[config.mk]
export PLATFORM = sky130hd
export DESIGN_NAME = errlog_unit
export DESIGN_NICKNAME = d
export VERILOG_FILES = /design/src/rtl/errlog_pkg.sv /design/src/rtl/errlog_status.sv /design/src/rtl/errlog_capture.sv /design/src/rtl/errlog_regif.sv /design/src/rtl/errlog_unit.sv
export SDC_FILE = /design/constraint.sdc
export NUM_CORES = 1
export LEC_CHECK = 0
export ABC_AREA = 1
export BUFFER_PORTS_ARGS = -buffer_cell sky130_fd_sc_hd__buf_2
export CAP_MARGIN = 5
export CORE_MARGIN = 2
export CORE_UTILIZATION = 58
export CTS_CLUSTER_SIZE = 25
export DETAILED_ROUTE_END_ITERATION = 7
export MAX_ROUTING_LAYER = met4
export PLACE_DENSITY = 0.9
export SYNTH_ARGS = -nofsm -noshare
export SYNTH_HDL_FRONTEND = slang
export SYNTH_HIERARCHICAL = 1
export SYNTH_SLANG_ARGS = --single-unit
export TNS_END_PERCENT = 20
[constraint.sdc]
create_clock -name clk -period 7.2 [get_ports clk]
set_input_delay 1.44 -clock clk [delete_from_list [all_inputs] [get_ports clk]]
set_output_delay 1.44 -clock clk [all_outputs]
set_load 0.02 [all_outputs]
[src/rtl/errlog_pkg.sv]
package errlog_pkg;
  localparam int ERR_N       = 11;
  localparam int CLKDROP_IDX = ERR_N - 1;
  localparam int TYPE_W      = 4;
  localparam int REG_W       = 64;
  localparam int RSEL_W      = 3;

  // header word field positions (software decodes these)
  localparam int HB_CMD_LO  = 0;
  localparam int HB_SUP_LO  = 8;
  localparam int HB_SRC_LO  = 20;
  localparam int HB_TYPE_LO = 32;
  localparam int HB_OVR     = 40;
  localparam int HB_VLD     = 44;

  typedef enum logic [RSEL_W-1:0] {
    RA_STATUS  = 3'd0,
    RA_MASKCLR = 3'd1,
    RA_HDR     = 3'd2,
    RA_ADDR    = 3'd3,
    RA_DATA    = 3'd4
  } reg_sel_e;
endpackage

[src/rtl/errlog_status.sv]
module errlog_status #(
  parameter int N = 11
) (
  input  logic         clk,
  input  logic         wr_set,
  input  logic [N-1:0] set_val,
  input  logic         wr_clr,
  input  logic [N-1:0] clr_mask,
  input  logic [N-1:0] evt,
  output logic [N-1:0] status_q
);
  logic [N-1:0] status_d;
  logic         status_en;

  always_comb begin
    status_d = status_q;
    if (wr_set) status_d = set_val;
    if (wr_clr) status_d = status_d & ~clr_mask;
    status_d  = status_d | evt;
    status_en = wr_set | wr_clr | (|evt);
  end

  // deliberately without reset: contents are retained across reset
  always_ff @(posedge clk) begin
    if (status_en) status_q <= status_d;
  end
endmodule

[src/rtl/errlog_capture.sv]
module errlog_capture
  import errlog_pkg::*;
#(
  parameter int N      = 11,
  parameter int CMD_W  = 7,
  parameter int SUP_W  = 11,
  parameter int SRC_W  = 11,
  parameter int ADDR_W = 38,
  parameter int DATA_W = 64
) (
  input  logic              clk,
  input  logic              rst_n,
  input  logic [N-1:0]      evt,
  input  logic [CMD_W-1:0]  in_cmd,
  input  logic [SUP_W-1:0]  in_sup,
  input  logic [SRC_W-1:0]  in_src,
  input  logic [ADDR_W-1:0] in_addr,
  input  logic              in_has_data,
  input  logic [DATA_W-1:0] in_data,
  input  logic              hdr_wr,
  input  logic              adr_wr,
  input  logic              dat_wr,
  input  logic [REG_W-1:0]  wdata,
  output logic [REG_W-1:0]  hdr_word,
  output logic [ADDR_W-1:0] cap_addr,
  output logic [DATA_W-1:0] cap_data
);
  localparam int NC_W = N - 1;
  localparam logic [NC_W-1:0] NC_ONE = NC_W'(1);

  logic [NC_W-1:0]   nc;
  logic              any_nc, multi_nc, take;
  logic [TYPE_W-1:0] typ_sel;

  logic [CMD_W-1:0]  cmd_q, cmd_d;
  logic [SUP_W-1:0]  sup_q, sup_d;
  logic [SRC_W-1:0]  src_q, src_d;
  logic [TYPE_W-1:0] typ_q, typ_d;
  logic              ovr_q, ovr_d, vld_q, vld_d, hdr_en;
  logic [ADDR_W-1:0] adr_d;
  logic              adr_en;
  logic [DATA_W-1:0] dat_d;
  logic              dat_en;

  // lowest-index non-clock-drop error wins
  always_comb begin
    nc       = evt[NC_W-1:0];
    any_nc   = |nc;
    multi_nc = |(nc & (nc - NC_ONE));
    typ_sel  = '0;
    for (int i = NC_W - 1; i >= 0; i--) begin
      if (nc[i]) typ_sel = TYPE_W'(i);
    end
    take = any_nc & ~vld_q;
  end

  always_comb begin
    cmd_d = cmd_q; sup_d = sup_q; src_d = src_q;
    typ_d = typ_q; ovr_d = ovr_q; vld_d = vld_q;
    hdr_en = 1'b0;
    if (hdr_wr) begin
      cmd_d  = wdata[HB_CMD_LO +: CMD_W];
      sup_d  = wdata[HB_SUP_LO +: SUP_W];
      src_d  = wdata[HB_SRC_LO +: SRC_W];
      typ_d  = wdata[HB_TYPE_LO +: TYPE_W];
      ovr_d  = wdata[HB_OVR];
      vld_d  = wdata[HB_VLD];
      hdr_en = 1'b1;
    end else if (take) begin
      cmd_d  = in_cmd;
      sup_d  = in_sup;
      src_d  = in_src;
      typ_d  = typ_sel;
      ovr_d  = multi_nc;
      vld_d  = 1'b1;
      hdr_en = 1'b1;
    end else if (any_nc) begin
      ovr_d  = 1'b1;
      hdr_en = 1'b1;
    end

    adr_d  = adr_wr ? wdata[ADDR_W-1:0] : in_addr;
    adr_en = adr_wr | take;
    dat_d  = dat_wr ? wdata[DATA_W-1:0] : in_data;
    dat_en = dat_wr | (take & in_has_data);
  end

  always_ff @(posedge clk or negedge rst_n) begin
    if (!rst_n) begin
      cmd_q <= '0; sup_q <= '0; src_q <= '0;
      typ_q <= '0; ovr_q <= 1'b0; vld_q <= 1'b0;
    end else if (hdr_en) begin
      cmd_q <= cmd_d; sup_q <= sup_d; src_q <= src_d;
      typ_q <= typ_d; ovr_q <= ovr_d; vld_q <= vld_d;
    end
  end

  always_ff @(posedge clk or negedge rst_n) begin
    if (!rst_n)      cap_addr <= '0;
    else if (adr_en) cap_addr <= adr_d;
  end

  always_ff @(posedge clk or negedge rst_n) begin
    if (!rst_n)      cap_data <= '0;
    else if (dat_en) cap_data <= dat_d;
  end

  always_comb begin
    hdr_word = '0;
    hdr_word[HB_CMD_LO +: CMD_W]   = cmd_q;
    hdr_word[HB_SUP_LO +: SUP_W]   = sup_q;
    hdr_word[HB_SRC_LO +: SRC_W]   = src_q;
    hdr_word[HB_TYPE_LO +: TYPE_W] = typ_q;
    hdr_word[HB_OVR]               = ovr_q;
    hdr_word[HB_VLD]               = vld_q;
  end
endmodule

[src/rtl/errlog_regif.sv]
module errlog_regif
  import errlog_pkg::*;
#(
  parameter int N      = 11,
  parameter int ADDR_W = 38,
  parameter int DATA_W = 64
) (
  input  logic              reg_wr,
  input  logic [RSEL_W-1:0] reg_addr,
  input  logic [N-1:0]      status_q,
  input  logic [REG_W-1:0]  hdr_word,
  input  logic [ADDR_W-1:0] cap_addr,
  input  logic [DATA_W-1:0] cap_data,
  output logic              st_wr,
  output logic              clr_wr,
  output logic              hdr_wr,
  output logic              adr_wr,
  output logic              dat_wr,
  output logic [REG_W-1:0]  reg_rdata
);
  reg_sel_e sel;

  always_comb begin
    sel    = reg_sel_e'(reg_addr);
    st_wr  = reg_wr & (sel == RA_STATUS);
    clr_wr = reg_wr & (sel == RA_MASKCLR);
    hdr_wr = reg_wr & (sel == RA_HDR);
    adr_wr = reg_wr & (sel == RA_ADDR);
    dat_wr = reg_wr & (sel == RA_DATA);
  end

  always_comb begin
    reg_rdata = '0;
    case (sel)
      RA_STATUS: reg_rdata[N-1:0]      = status_q;
      RA_HDR:    reg_rdata             = hdr_word;
      RA_ADDR:   reg_rdata[ADDR_W-1:0] = cap_addr;
      RA_DATA:   reg_rdata[DATA_W-1:0] = cap_data;
      default:   reg_rdata             = '0;
    endcase
  end
endmodule

[src/rtl/errlog_unit.sv]
module errlog_unit
  import errlog_pkg::*;
#(
  parameter int CMD_W  = 7,
  parameter int SUP_W  = 11,
  parameter int SRC_W  = 11,
  parameter int ADDR_W = 38,
  parameter int DATA_W = 64
) (
  input  logic              clk,
  input  logic              rst_n,
  input  logic [ERR_N-1:0]  evt_vec,
  input  logic [CMD_W-1:0]  evt_cmd,
  input  logic [SUP_W-1:0]  evt_sup,
  input  logic [SRC_W-1:0]  evt_src,
  input  logic [ADDR_W-1:0] evt_addr,
  input  logic              evt_has_data,
  input  logic [DATA_W-1:0] evt_data,
  input  logic              reg_wr,
  input  logic [RSEL_W-1:0] reg_addr,
  input  logic [REG_W-1:0]  reg_wdata,
  output logic [REG_W-1:0]  reg_rdata,
  output logic              irq
);
  logic [1:0]        rst_sync;
  logic              rst_sync_n;
  logic [ERR_N-1:0]  status_q;
  logic [REG_W-1:0]  hdr_word;
  logic [ADDR_W-1:0] cap_addr;
  logic [DATA_W-1:0] cap_data;
  logic              st_wr, clr_wr, hdr_wr, adr_wr, dat_wr;

  always_ff @(posedge clk or negedge rst_n) begin
    if (!rst_n) rst_sync <= 2'b00;
    else        rst_sync <= {rst_sync[0], 1'b1};
  end
  assign rst_sync_n = rst_sync[1];

  errlog_regif #(.N(ERR_N), .ADDR_W(ADDR_W), .DATA_W(DATA_W)) u_regif (
    .reg_wr(reg_wr), .reg_addr(reg_addr), .status_q(status_q),
    .hdr_word(hdr_word), .cap_addr(cap_addr), .cap_data(cap_data),
    .st_wr(st_wr), .clr_wr(clr_wr), .hdr_wr(hdr_wr), .adr_wr(adr_wr),
    .dat_wr(dat_wr), .reg_rdata(reg_rdata)
  );

  errlog_status #(.N(ERR_N)) u_status (
    .clk(clk), .wr_set(st_wr), .set_val(reg_wdata[ERR_N-1:0]),
    .wr_clr(clr_wr), .clr_mask(reg_wdata[ERR_N-1:0]), .evt(evt_vec),
    .status_q(status_q)
  );

  errlog_capture #(.N(ERR_N), .CMD_W(CMD_W), .SUP_W(SUP_W), .SRC_W(SRC_W),
                   .ADDR_W(ADDR_W), .DATA_W(DATA_W)) u_capture (
    .clk(clk), .rst_n(rst_sync_n), .evt(evt_vec), .in_cmd(evt_cmd),
    .in_sup(evt_sup), .in_src(evt_src), .in_addr(evt_addr),
    .in_has_data(evt_has_data), .in_data(evt_data), .hdr_wr(hdr_wr),
    .adr_wr(adr_wr), .dat_wr(dat_wr), .wdata(reg_wdata),
    .hdr_word(hdr_word), .cap_addr(cap_addr), .cap_data(cap_data)
  );

  assign irq = |status_q;
endmodule

==> qor.log, run 1 <==
INFO  run_status     run_status=finished clean
INFO  cts            clock_tree.htree_level_count=4
INFO  yosys          yosysWarnings=6
INFO  global_routing grt_start_max_net_pins=77
INFO  critical_path  critical_path.cell_chain=buf_2, nand2_1, nor2_4, buf_4, nand2_1, nand3_1, buf_2
INFO  power          power_density=221nW/µm²
INFO  floorplanning  dieArea=18500µm²
INFO  layout         antenna_cells_inserted=0
INFO  floorplanning  core.rowCount=48
INFO  critical_path  critical_path.max_fanout=32
INFO  cts            clk_latency=420ps
INFO  layout         final.fill_count=1489
INFO  floorplanning  core_region_area=17200µm²
INFO  cts            clockRootBuffer=sky130_fd_sc_hd__clkbuf_16
INFO  floorplanning  die_height=136µm
INFO  sta            final.period_utilization=0.717
INFO  job            maxCapViolations=0
INFO  critical_path  crit_start=reg_addr[1]
INFO  global_routing grt_pass1_vias=10100
INFO  floorplanning  initial_utilization=0.589
INFO  critical_path  rrSetupSlack=4580ps
INFO  drt            wire_per_inst=16.3µm
INFO  sta            timing.setup.tns=0ps
INFO  critical_path  rr_endpoint=u_capture/cap_data[5]
INFO  critical_path  crit_arrival=3720ps
INFO  critical_path  r2r-start=u_capture/vld_q
INFO  cts            clock_sink_count=150
INFO  yosys          synth.distinct_cells=34
INFO  critical_path  worst_path_cell_with_the_longest_stage_delay=sky130_fd_sc_hd__nor2_4
INFO  global_routing globalRouteTotalUtil=0.357
INFO  critical_path  timing.critical_path.to_type=output port
INFO  drt            route.final.wire_length=32.9mm
INFO  cts            number_of_buffers_created_by_cts=17
INFO  place          hpwl=21.5mm
INFO  drt            firstDrtPassIters=6
INFO  layout         layout-drive-gt1-share=0.216
INFO  cts            post-cts-setup-buffers=0
INFO  sta            max_slew_margin=0.302
INFO  critical_path  setup.worst_path.class=input pin to output port
INFO  worst_hold_path hold_class=flip-flop to flip-flop
INFO  sta            maxSlewViolCount=0
INFO  drt            drt-initial-drc-count=1133
INFO  drt            detail_route.drc_violations=0
INFO  sta            fmaxAchievable=0.194GHz
INFO  sta            finalSetupViolations=0
INFO  power          totalPowerFinal=2.61mW
INFO  critical_path  worstSetupStartpointType=input pin
INFO  yosys          ys_ff_latch=150
INFO  place          gp_congestion=0.950
INFO  critical_path  r2r_cells=5
INFO  floorplanning  die-width=136µm
INFO  yosys          post_synth_inst_count=1568
INFO  yosys          synth.avg_cell_area=6.45µm²
INFO  floorplanning  ioPinCount=278
INFO  place          port_buffers=277
INFO  critical_path  destination_of_the_critical_timing_path=reg_rdata[21]
INFO  layout         syn_to_final_growth=17.1%
INFO  sta            fin_crit=5160ps
INFO  layout         layout.area.seq=3810µm²
INFO  sta            rsz0062_at_grt=no
INFO  sta            timing_worst_slew_pin_value=1050ps
INFO  power          vdd_drop_max=0.000164V
INFO  drt            avgViaCountPerCell=5.50
INFO  cts            cts_resized=0
INFO  yosys          synth.yosys.seq_area_share=0.376
INFO  drt            vias=11100
INFO  cts            postCtsHoldBufs=0
INFO  cts            cts_tree=built
INFO  power          total_leakage_power=7.10nW
INFO  global_routing grt_first_pass_wirelength=50.1mm
INFO  yosys          post_synth_instance_area=10100µm²
INFO  drt            antenna_violating_nets_post_route=0
INFO  layout         multiInputGateArea=5330µm²
INFO  sta            finClkSkew=10.1ps
INFO  critical_path  cp_data_required_time=5760ps
INFO  sta            hold_viol_final=0
INFO  global_routing grt_overflow_total=0
INFO  layout         final_nets=1988
INFO  critical_path  worst_path_largest_cell_delay=620ps
INFO  cts            worst_setup_hold_path_clk_slew=70ps
INFO  global_routing grt_antenna_before_repair=0
INFO  cts            cts-root-to-sink-buffers=2
INFO  sta            whs=353ps
==> layout make-up <==
class,count,share of cell area
multi-input cells,1234,0.450
repair buffers,293,0.127
flip-flops and latches,150,0.322
inverters,79,0.0252
clock buffers,22,0.0401
well taps,225,0.0238
clock inverters,10,0.0120
==> worst min-delay path by stage <==
stage,start,cells after the start,slack (ps),end
2_1_floorplan,rst_sync[0],0,330,rst_sync[1]
3_3_place_gp,rst_sync[0],0,340,rst_sync[1]
3_5_place_dp,rst_sync[0],0,350,rst_sync[1]
4_1_cts,rst_sync[0],0,350,rst_sync[1]
5_1_grt,rst_sync[0],0,360,rst_sync[1]
6_report,rst_sync[0],0,350,rst_sync[1]
==> sequential cells by signal, summed over array words and instances, names as in the netlist <==
register,flops
u_capture/cap_data,64
u_capture/cap_addr,38
u_capture/src_q,11
u_capture/sup_q,11
u_status/status_q,11
u_capture/cmd_q,7
u_capture/typ_q,4
rst_sync,2
u_capture/ovr_q,1
u_capture/vld_q,1
==> per-layer routing <==
metal,routed length [µm],track usage,part of all wire,vias to the layer above
met5,0,-,0,-
met4,1200,0.160,0.036,0
met3,3920,0.0716,0.12,110
met2,15200,0.564,0.46,746
met1,12600,0.444,0.38,4995
li1,-,-,-,5212
==> logic make-up (layout without fill, tap and decap cells) <==
logic type      after synthesis  count (layout)  synth area share
buf+inv                     212             404             0.109
other cells                   2              30          0.000742
simple gates               1191            1191             0.505
compound gates               13              13           0.00853
flops                       150             150             0.376
==> critical path: cells and delay by family <==
| family | cells | cell delay [ps] |
|---|---|---|
| and+or+nand+nor | 4 | 1110 |
| buffers and inverters | 3 | 1130 |
==> placed cells by master (no fill, tap or decap), types with 2 or more instances in the layout <==
| cell | netlist | final |
|---|---|---|
| sky130_fd_sc_hd__nor2_4 | 4 | 4 |
| sky130_fd_sc_hd__inv_4 | 0 | 2 |
| sky130_fd_sc_hd__o21ai_0 | 6 | 6 |
| sky130_fd_sc_hd__inv_2 | 7 | 6 |
| sky130_fd_sc_hd__dfrtp_1 | 139 | 138 |
| sky130_fd_sc_hd__inv_1 | 72 | 72 |
| sky130_fd_sc_hd__nand4_1 | 51 | 51 |
| sky130_fd_sc_hd__nor3_2 | 0 | 2 |
| sky130_fd_sc_hd__conb_1 | 2 | 30 |
| sky130_fd_sc_hd__clkbuf_16 | 0 | 18 |
| sky130_fd_sc_hd__edfxtp_1 | 11 | 11 |
| sky130_fd_sc_hd__nor2_1 | 29 | 29 |
| sky130_fd_sc_hd__clkbuf_1 | 42 | 3 |
| sky130_fd_sc_hd__bufinv_16 | 0 | 3 |
| sky130_fd_sc_hd__a21oi_1 | 2 | 2 |
| sky130_fd_sc_hd__nand2_1 | 925 | 925 |
| sky130_fd_sc_hd__buf_4 | 33 | 16 |
| sky130_fd_sc_hd__nand3_2 | 40 | 40 |
| sky130_fd_sc_hd__clkinv_4 | 0 | 2 |
| sky130_fd_sc_hd__nand3_1 | 127 | 127 |
| sky130_fd_sc_hd__nand2_4 | 3 | 3 |
| sky130_fd_sc_hd__buf_2 | 48 | 277 |
| sky130_fd_sc_hd__clkinvlp_4 | 0 | 2 |
| sky130_fd_sc_hd__o21a_1 | 2 | 2 |
| sky130_fd_sc_hd__nor4_1 | 3 | 2 |
==> where the power goes <==
part	total (mW)	internal [mW]	switching (mW)
combinational	0.542	0.216	0.326
sequential	1.13	1.02	0.116
clock	0.938	0.577	0.360
==> synthesized netlist by cell type <==
cell,n,area share
sky130_fd_sc_hd__nor2_1,29,0.011
sky130_fd_sc_hd__buf_4,33,0.024
sky130_fd_sc_hd__nor2_8,1,0.0020
sky130_fd_sc_hd__buf_2,48,0.024
sky130_fd_sc_hd__buf_6,2,0.0022
sky130_fd_sc_hd__nand2_1,925,0.34
sky130_fd_sc_hd__conb_1,2,0.00074
sky130_fd_sc_hd__nand3_1,127,0.063
sky130_fd_sc_hd__nand2_4,3,0.0033
sky130_fd_sc_hd__buf_12,6,0.012
sky130_fd_sc_hd__o21a_1,2,0.0015
sky130_fd_sc_hd__and2_0,1,0.00062
sky130_fd_sc_hd__edfxtp_1,11,0.033
sky130_fd_sc_hd__inv_1,72,0.027
sky130_fd_sc_hd__nand3_2,40,0.040
sky130_fd_sc_hd__nor2_2,1,0.00062
sky130_fd_sc_hd__o22ai_1,1,0.00062
sky130_fd_sc_hd__nor3_4,1,0.0016
sky130_fd_sc_hd__or2_2,1,0.00062
sky130_fd_sc_hd__dfrtp_1,139,0.34
sky130_fd_sc_hd__inv_2,7,0.0026
sky130_fd_sc_hd__nor2_4,4,0.0045
sky130_fd_sc_hd__nor3_1,2,0.00099
sky130_fd_sc_hd__buf_8,1,0.0015
sky130_fd_sc_hd__o2111ai_1,1,0.00087
sky130_fd_sc_hd__buf_1,1,0.00037
sky130_fd_sc_hd__nand2_2,1,0.00062
sky130_fd_sc_hd__a21oi_4,1,0.0016
sky130_fd_sc_hd__clkbuf_1,42,0.016
sky130_fd_sc_hd__a21oi_1,2,0.00099
sky130_fd_sc_hd__nand4_1,51,0.032
sky130_fd_sc_hd__or2_0,1,0.00062
sky130_fd_sc_hd__o21ai_0,6,0.0030
sky130_fd_sc_hd__nor4_1,3,0.0019
==> per-stage QoR <==
| step | instances | util | setup WS (ps) | area, µm² |
|---|---|---|---|---|
| floorplan | 1596 | - | 3040 | 10200 |
| finish | 2013 | 0.690 | 2040 | 11800 |
| global placement | 1981 | 0.654 | 2210 | 11200 |
| global route | 2013 | 0.690 | 1910 | 11800 |
| detailed placement | 1981 | 0.654 | 2110 | 11200 |
| CTS | 2013 | 0.690 | 2120 | 11800 |
(Power assumes the default switching activity.)
==> inputs of run 2 (changes only) <==
--- a/config.mk
+++ b/config.mk
@@ -9,11 +9,11 @@
 export BUFFER_PORTS_ARGS = -buffer_cell sky130_fd_sc_hd__buf_2
 export CAP_MARGIN = 5
 export CORE_MARGIN = 2
-export CORE_UTILIZATION = 58
+export CORE_UTILIZATION = 54
 export CTS_CLUSTER_SIZE = 25
 export DETAILED_ROUTE_END_ITERATION = 7
 export MAX_ROUTING_LAYER = met4
-export PLACE_DENSITY = 0.9
+export PLACE_DENSITY = 0.85
 export SYNTH_ARGS = -nofsm -noshare
 export SYNTH_HDL_FRONTEND = slang
 export SYNTH_HIERARCHICAL = 1
==> constraint.sdc (replaced) <==
create_clock -name clk -period 4.9 [get_ports clk]
set_input_delay 0.98 -clock clk [delete_from_list [all_inputs] [get_ports clk]]
set_output_delay 0.98 -clock clk [all_outputs]
set_load 0.02 [all_outputs]
==> run 2 against run 1 <==
Wire length decreased by 1.4%. Die area increased by 7.2%. Flip-flop and latch count unchanged. Global-route usage decreased by 2.1 points. Largest power group unchanged.
==> qor.log, run 2 (synthesis results as in run 1) <==
INFO  layout         syn_to_final_growth=17.5%
INFO  cts            number_of_buffers_created_by_cts=17
INFO  cts            cts_tree=built
INFO  drt            vias=10900
INFO  global_routing grt_start_max_net_pins=71
INFO  drt            antenna_violating_nets_post_route=0
INFO  critical_path  critical_path.cell_chain=buf_2, buf_4, nor3_4, buf_4, nand2_1, nand3_1, buf_2
INFO  layout         commonest_non_fill_non_tap_cells_in_the_layout=sky130_fd_sc_hd__nand2_1 (925), sky130_fd_sc_hd__buf_2 (277), sky130_fd_sc_hd__dfrtp_1 (138), sky130_fd_sc_hd__nand3_1 (127), sky130_fd_sc_hd__inv_1 (72)
INFO  drt            wire_per_inst=16.0µm
INFO  drt            route.final.wire_length=32.4mm
INFO  sta            rsz0062_at_grt=no
INFO  critical_path  timing.critical_path.to_type=output port
INFO  critical_path  critical_path.max_fanout=39
INFO  cts            clk_latency=420ps
INFO  cts            post-cts-setup-buffers=0
INFO  global_routing grt_overflow_total=0
INFO  critical_path  crit_arrival=2660ps
INFO  layout         antenna_cells_inserted=0
INFO  layout         mostFrequentLayoutCell=sky130_fd_sc_hd__nand2_1
INFO  power          vdd_drop_max=0.000239V
INFO  power          total_leakage_power=7.13nW
INFO  cts            clock_sink_count=150
INFO  critical_path  rrSetupSlack=2850ps
INFO  layout         postLayoutCoreUtil=0.642
INFO  drt            firstDrtPassIters=5
INFO  place          port_buffers=277
INFO  critical_path  cp_data_required_time=3920ps
INFO  floorplanning  die-width=141µm
INFO  sta            finalSetupViolations=0
INFO  power          totalPowerFinal=3.78mW
INFO  sta            finClkSkew=7.66ps
INFO  layout         final_nets=1995
INFO  place          gp_congestion=1.04
INFO  power          power_density=318nW/µm²
INFO  layout         layout-drive-gt1-share=0.219
INFO  sta            fin_crit=3640ps
INFO  global_routing grt_first_pass_wirelength=51.5mm
INFO  power          power.combinational.fraction=0.211
INFO  power          pwr-share-seq=0.439
INFO  drt            drt-initial-drc-count=1017
INFO  drt            detail_route.drc_violations=0
INFO  floorplanning  core_region_area=18500µm²
INFO  cts            clock_tree.htree_level_count=4
INFO  place          hpwl=22.1mm
INFO  sta            hold_viol_final=0
INFO  floorplanning  ioPinCount=278
INFO  global_routing globalRouteTotalUtil=0.336
INFO  power          clockPowerShare=0.350
INFO  power          p_int=2.63mW
INFO  floorplanning  die_height=141µm
INFO  drt            avgViaCountPerCell=5.35
INFO  critical_path  worst_path_largest_cell_delay=410ps
INFO  floorplanning  dieArea=19800µm²
INFO  layout         max_flop_register=u_capture/cap_data
INFO  place          number_of_cells_after_detailed_placement=1997
INFO  critical_path  setup.worst_path.class=input pin to output port
INFO  layout         layout.cells.non_filler=2028
INFO  sta            final.period_utilization=0.744
INFO  worst_hold_path hold_class=flip-flop to asynchronous set/reset pin
INFO  critical_path  worstSetupStartpointType=input pin
INFO  power          power_switching=1.15mW
INFO  floorplanning  initial_utilization=0.546
INFO  cts            worst_setup_hold_path_clk_slew=60ps
INFO  job            maxCapViolations=0
INFO  layout         finish.instance_area=11900µm²
INFO  run_status     run_status=finished clean
INFO  global_routing grt_antenna_before_repair=0
INFO  global_routing grt_pass1_vias=10200
INFO  cts            postCtsHoldBufs=0
INFO  sta            max_slew_margin=0.387
INFO  floorplanning  core.rowCount=50
INFO  sta            fmaxAchievable=0.274GHz
INFO  sta            timing_worst_slew_pin_value=917ps
INFO  sta            timing.setup.tns=0ps
INFO  layout         layout_top_registers=u_capture/cap_data x64, u_capture/cap_addr x38
INFO  critical_path  worst_path_cell_with_the_longest_stage_delay=sky130_fd_sc_hd__buf_4
INFO  power          power.switching_fraction=0.304
INFO  critical_path  worstPathBufferInverterCount=4
INFO  critical_path  critical_path.top_delay_family=buffers and inverters
INFO  cts            cts-root-to-sink-buffers=2
INFO  sta            maxSlewViolCount=0
INFO  cts            clockRootBuffer=sky130_fd_sc_hd__clkbuf_16
INFO  cts            cts_resized=0
INFO  place          detailed_place.area=11300µm²
INFO  layout         number_of_flip_flops_under_the_largest_register_name=64
[run 2: cell types whose count changed in the layout (fill, tap and decap cells not counted)]
cell | before | now
sky130_fd_sc_hd__clkbuf_1 | 3 | 2
sky130_fd_sc_hd__clkinv_4 | 2 | 0
sky130_fd_sc_hd__bufinv_16 | 3 | 2
sky130_fd_sc_hd__clkinv_2 | 1 | 4
sky130_fd_sc_hd__clkbuf_8 | 1 | 3
sky130_fd_sc_hd__inv_4 | 2 | 1
sky130_fd_sc_hd__inv_6 | 1 | 0
sky130_fd_sc_hd__buf_4 | 16 | 23
[run 2: power by group through the flow]
stage	Sequential (mW)	Clock, mW	Combinational (mW)
finish	1.66	1.32	0.798
global route	1.69	1.40	0.890
CTS	1.66	1.33	0.793
detailed placement	1.67	0	0.789
global placement	1.67	0	0.768
floorplan	1.64	0	0.541
[run 2: path summary, 6_finish.rpt]
| path | startpoint | to | cells past startpoint |
|---|---|---|---|
| min reg2reg | rst_sync[1] | u_capture/cap_data[25] | 0 |
| min | rst_sync[1] | u_capture/cap_data[25] | 0 |
| min in group clk | rst_sync[0] | rst_sync[1] | 0 |
| max reg2reg | u_capture/vld_q | u_capture/cap_data[56] | 5 |
| max in group asynchronous | rst_sync[1] | u_capture/cap_data[5] | 1 |
| max | reg_addr[0] | reg_rdata[24] | 7 |
[run 2: stage by stage]
stage	hold WS, ps	setup slack, ps
final	327	1260
after global routing	320	1150
after CTS	320	1260
after detailed placement	343	1260
after global placement	338	1350
after floorplan	331	740
[run 2: cell type report]
| class | instances | area (µm²) |
|---|---|---|
| Clock inverter | 8 | 95.1 |
| Fill cell | 1715 | 6630 |
| Tap cell | 234 | 293 |
| Clock buffer | 23 | 499 |
| Sequential cell | 150 | 3810 |
| Multi-Input combinational cell | 1234 | 5330 |
| Inverter | 79 | 299 |
| Timing Repair Buffer | 300 | 1560 |
[run 2: metal layers]
| metal | wire [µm] | track usage |
|---|---|---|
| met5 | 0 | - |
| met1 | 13100 | 0.429 |
| met2 | 15400 | 0.550 |
| met3 | 3190 | 0.0482 |
| met4 | 796 | 0.124 |
